<file path="src/rtl/hslink_port.sv">
module hslink_port #(
  parameter int OUT_DEPTH = 16,
  parameter int IN_DEPTH  = 128,
  parameter int DW        = 8
) (
  input  logic                             clk,
  input  logic                             rst_n,
  input  logic                             xfer_n,
  input  logic                             ack_n,
  input  logic                             host_tx,
  input  logic                             sh_wr,
  input  logic [DW-1:0]                    sh_din,
  output logic [DW-1:0]                    sh_q,
  input  logic                             flag_clr,
  output logic                             shift_flag,
  output logic                             data_req_n,
  input  logic                             rep_wr,
  input  logic [$clog2(IN_DEPTH)-1:0]      rep_waddr,
  input  logic [DW-1:0]                    rep_wdata,
  input  logic                             rep_load,
  input  logic [$clog2(IN_DEPTH+1)-1:0]    rep_len,
  output logic                             pkt_valid,
  output logic [$clog2(OUT_DEPTH+1)-1:0]   pkt_len,
  input  logic [$clog2(OUT_DEPTH)-1:0]     pkt_raddr,
  output logic [DW-1:0]                    pkt_rdata
);
  localparam int OCW = $clog2(OUT_DEPTH+1);
  localparam int ICW = $clog2(IN_DEPTH+1);
  localparam int OAW = $clog2(OUT_DEPTH);
  localparam int IAW = $clog2(IN_DEPTH);
  localparam logic [OCW-1:0] OMAX = OCW'(OUT_DEPTH);

  logic [DW-1:0]  out_mem [OUT_DEPTH];
  logic [DW-1:0]  in_mem  [IN_DEPTH];
  logic [OCW-1:0] out_cnt;
  logic [ICW-1:0] rd_idx, rep_size;
  logic           prev_ack, prev_xfer;

  wire active   = !xfer_n;
  wire pair_chg = {ack_n, xfer_n} != {prev_ack, prev_xfer};
  wire pend     = rd_idx < rep_size;
  wire cap      = active && host_tx && pair_chg && (out_cnt < OMAX);
  wire feed     = active && !host_tx && pair_chg && pend;
  wire sync     = !active && prev_xfer && (ack_n != prev_ack);
  wire done     = !active && !sync && !prev_xfer;
  wire set_flag = cap || feed || sync || done || rep_load;

  assign pkt_rdata = out_mem[pkt_raddr];

  always_ff @(posedge clk) begin
    if (cap) out_mem[out_cnt[OAW-1:0]] <= sh_q;
    if (rep_wr) in_mem[rep_waddr] <= rep_wdata;
  end

  always_ff @(posedge clk or negedge rst_n) begin
    if (!rst_n) begin
      sh_q       <= '0;
      shift_flag <= 1'b0;
      data_req_n <= 1'b1;
      pkt_valid  <= 1'b0;
      pkt_len    <= '0;
      out_cnt    <= '0;
      rd_idx     <= '0;
      rep_size   <= '0;
      prev_ack   <= 1'b1;
      prev_xfer  <= 1'b1;
    end else begin
      prev_ack  <= ack_n;
      prev_xfer <= xfer_n;
      pkt_valid <= 1'b0;
      if (flag_clr) shift_flag <= 1'b0;
      if (set_flag) shift_flag <= 1'b1;
      if (sh_wr) sh_q <= sh_din;
      if (cap) out_cnt <= out_cnt + OCW'(1);
      if (feed) begin
        sh_q   <= in_mem[rd_idx[IAW-1:0]];
        rd_idx <= rd_idx + ICW'(1);
        if (rd_idx + ICW'(1) >= rep_size) data_req_n <= 1'b1;
      end
      if (sync) data_req_n <= ack_n;
      if (!active && !sync && pend) data_req_n <= 1'b0;
      if (done) begin
        out_cnt <= '0;
        if (out_cnt != '0) begin
          pkt_valid <= 1'b1;
          pkt_len   <= out_cnt;
        end
      end
      if (rep_load) begin
        rep_size <= rep_len;
        rd_idx   <= '0;
      end
    end
  end
endmodule

</file>
<file path="config.mk">
export PLATFORM = sky130hd
export DESIGN_NAME = hslink_port
export DESIGN_NICKNAME = d
export VERILOG_FILES = /design/src/rtl/hslink_port.sv
export SDC_FILE = /design/constraint.sdc
export NUM_CORES = 1
export LEC_CHECK = 0
export BUFFER_PORTS_ARGS = -buffer_cell sky130_fd_sc_hd__buf_4
export CORE_ASPECT_RATIO = 1.2
export CORE_MARGIN = 8
export CORE_UTILIZATION = 30
export CTS_CLUSTER_DIAMETER = 150
export DETAILED_ROUTE_END_ITERATION = 6
export GPL_ROUTABILITY_DRIVEN = 0
export PLACE_DENSITY_LB_ADDON = 0.2
export SETUP_SLACK_MARGIN = 0.5
export SYNTH_ARGS = -nofsm -noshare
export SYNTH_HDL_FRONTEND = slang
export SYNTH_SLANG_ARGS = --single-unit
</file>
<file path="constraint.sdc">
create_clock -name clk -period 5.4 [get_ports clk]
set_input_delay 0.54 -clock clk [delete_from_list [all_inputs] [get_ports clk]]
set_output_delay 0.54 -clock clk [all_outputs]
set_load 0.01 [all_outputs]
</file>
==> summary.md <==
| Metric | Value |
|---|---|
| Final Hold Viols | `0` |
| Drt drc | `0` |
| Combinational power share | `0.049` |
| Post-CTS Setup Inserts | `0` |
| Avg Inst Size Synth | `20.2 um2` |
| Mapped Nets | `2,381` |
| Slew @ Worst Pin | `1.40 ns` |
| Worst slew margin | `0.0415` |
| Syn Std Cell Area | `46,800 um2` |
| Critical Path RT | `5.95 ns` |
| H-tree depth | `3` |
| VDD IR max | `0.000250 V` |
| Clk sinks | `1,191` |
| Leakage | `15.9 nW` |
| Post-route setup TNS | `0 ns` |
| Vias per Instance | `4.91` |
| Routed via count | `22,653` |
| Commonest non-fill, non-tap cell in the layout | `edfxtp_1` |
| Core area | `156,000 um2` |
| Psw | `4.14 mW` |
| Drt pass-1 iters | `5` |
| Max-Cap Viols | `0` |
| Die width | `377 um` |
| P per Cell Area | `356 nW/um2` |
| Layout area overhead | `13.8%` |
| First-pass GRT wire length | `176,000 um` |
| Final setup fails | `0` |
| Crit-path cells | `buf_4 -> nand2_1 -> or2_2 -> o22ai_1 -> nor4_1 -> nor4_1 -> nor3_1` |
| Post-route ant nets | `0` |
| Number of global-route vias before repair | `23,791` |
| FP Rows | `159` |
| CTS tree | `done` |
| Clock power share | `0.406` |
| # port buffers | `67` |
| Crit-path max FO | `16` |
| Synth unique cells | `53` |
| Switching Share | `0.218` |
| WL/cell | `26.5 um` |
| Finished Layout Cells | `4,617` |
| Ys async rst share | `0.0327` |
| Outcome | `complete, no violations` |
| CP max-delay cell | `nor4_1` |
| Post-synth top area share | `0.739` |
| Sequential share of power | `0.545` |
| Hold Crit Depth | `3` |
| Grt total ovfl | `0` |
| RSZ-0062 raised after global routing | `no` |
| Critical Path End Type | `flip-flop` |
| Post-Synthesis Cells | `2,314` |
| Post-Route WL | `122,000 um` |
| Crit-path most repeated cell | `nor4_1` |
| CTS resizes | `0` |
| Sequential area share after synthesis | `0.760` |
| Largest net degree at the start of global routing | `86` |
| Worst-case clock buffer depth | `3` |
| HPWL after detailed placement | `78,300 um` |
| CP Launch Type | `flip-flop` |
| Yosys warns | `0` |
| Setup CP Type | `reg -> reg` |
| Slowest stage delay, CP | `0.92 ns` |
| Synthesized flop and latch total | `1,191` |
| F_max | `249 MHz` |
| Pint | `14.8 mW` |
| Worst hold path class | `in -> reg` |
| Period utilization | `0.742` |
| Worst-path clk slew | `0.06 ns` |
| Cell accounting for the most synthesized area | `edfxtp_1` |
| Die area | `169,000 um2` |
| Num CTS Buffers | `114` |
| Slew Viols, Final | `0` |
| Clock Skew | `0.0272 ns` |
| DP Cell Count | `4,396` |
| Share of cells above drive strength 1 | `0.225` |
| Clock Latency Late Sink | `0.72 ns` |
| CTS root buf | `clkbuf_16` |
| First DRT Iteration DRCs | `1,933` |
| Number of synthesized flops with an enable pin | `1,152` |
| Reg2Reg Depth | `7` |
| Dominant cells by area after synthesis | `edfxtp_1, mux4_2, mux2i_1` |
| Primary FF master, synth | `edfxtp_1` |
| Final Net Count | `2,492` |
| Initial antenna violation count | `6` |
| Final min period | `4.01 ns` |
| Most frequent cells in the layout | `edfxtp_1, mux4_2, nor2_1, mux2i_1, clkbuf_16` |
| Ports | `68` |
| Critical path arrival | `4.56 ns` |
| Global Route Usage Sum | `0.142` |
| DIE HEIGHT | `449 um` |
| Initial Utilization | `0.301` |
[power groups by stage]
stage	sequential [mW]	combinational, mW	clock, mW
2_1_floorplan	10.5	0.532	0
3_3_place_gp	10.5	0.943	0
3_5_place_dp	10.5	0.951	0
4_1_cts	10.3	0.957	7.89
5_1_grt	10.3	1.00	8.18
6_report	10.3	0.932	7.70
[sequential cells by signal, indices dropped and copies added (netlist names)]
| register | count |
|---|---|
| in_mem | 1024 |
| out_mem | 128 |
| rd_idx | 8 |
| rep_size | 8 |
| sh_q | 8 |
| out_cnt | 5 |
| pkt_len | 5 |
| data_req_n | 1 |
| pkt_valid | 1 |
| prev_ack | 1 |
| prev_xfer | 1 |
| shift_flag | 1 |
[stage by stage]
step	util	hold slack, ns	total power [mW]	area (um2)	worst slack (ns)
2_1_floorplan	-	0.244	11.0	46800	2.50
3_3_place_gp	0.319	0.487	11.5	49700	1.38
3_5_place_dp	0.319	0.488	11.5	49700	1.35
4_1_cts	0.342	0.00366	19.2	53300	1.30
5_1_grt	0.342	0.0628	19.5	53300	1.14
6_report	0.342	0.0689	19.0	53300	1.39
[cells by family (layout without fill, tap and decap cells)]
logic type	Yosys count	after routing	share of synthesized area
simple gates	346	346	0.0331
fa+ha+maj	23	23	0.00615
xor+xnor	16	16	0.00299
other cells	0	2	0
compound gates	206	206	0.0309
buf+inv	141	349	0.0163
mux	391	391	0.151
flops	1191	1191	0.760
[final timing paths]
check | from | endpoint | slack (ns)
min in group asynchronous | rst_n | rep_size[2] | 0.36
hold / removal | rep_len[7] | rep_size[7] | 0.07
setup / recovery | rd_idx[4] | sh_q[6] | 1.39
max in group asynchronous | rst_n | rd_idx[1] | 4.63
setup reg to reg | rd_idx[4] | sh_q[6] | 1.39
hold reg to reg | pkt_len[0] | pkt_len[0] | 0.49
[timing repair]
action,CTS,global route
hold buffers,6,0
setup endpoints to repair,0,0
hold endpoints to repair,41,0
[worst max-delay path: cells and delay by family, from the launching register on]
family | cells | cell delay, ns
AOI/OAI and AO/OA | 1 | 0.28
DFF | 1 | 0.90
buffers and inverters | 1 | 0.34
and+or+nand+nor | 5 | 2.29
[cell usage after synthesis (4+ instances only)]
cell       count
inv_1         15
edfxtp_1    1152
dfrtp_1       36
nand3_1       21
nand4_1        5
and2_1         4
or2_2          4
a21oi_1       22
o22ai_1       43
xnor2_1        6
mux4_2       249
a22oi_1       59
buf_6         11
xor2_1        10
mux2_2        24
ha_1          23
a22o_1         5
nor3_1        15
o21a_1         7
mux2i_1      118
a2111oi_0      8
buf_1         11
nand2_1       63
buf_4         24
nor2_1       173
o21ai_0       18
nor4_1        10
a221oi_1      22
nand2b_1      10
buf_2         30
o211ai_1       4
a211oi_1       9
clkbuf_1      46
nor2b_1       25
[layer usage]
metal	vias to the layer above	track usage	wire length (um)
met2	673	0.249	63200
met1	12023	0.175	48800
met5	-	0	13
li1	9768	-	-
met3	187	0.0255	6670
met4	2	0.0486	3740
[cell type report]
cell class	count	area, um2
fillers	14551	102000
flip-flops and latches	1191	35600
multi-input cells	982	10500
clock buffers	143	2990
well taps	2093	2620
repair buffers	120	966
clock inverters	70	572
inverters	16	60.1
diodes	2	5.00
Power figures use the tool's default switching activity.
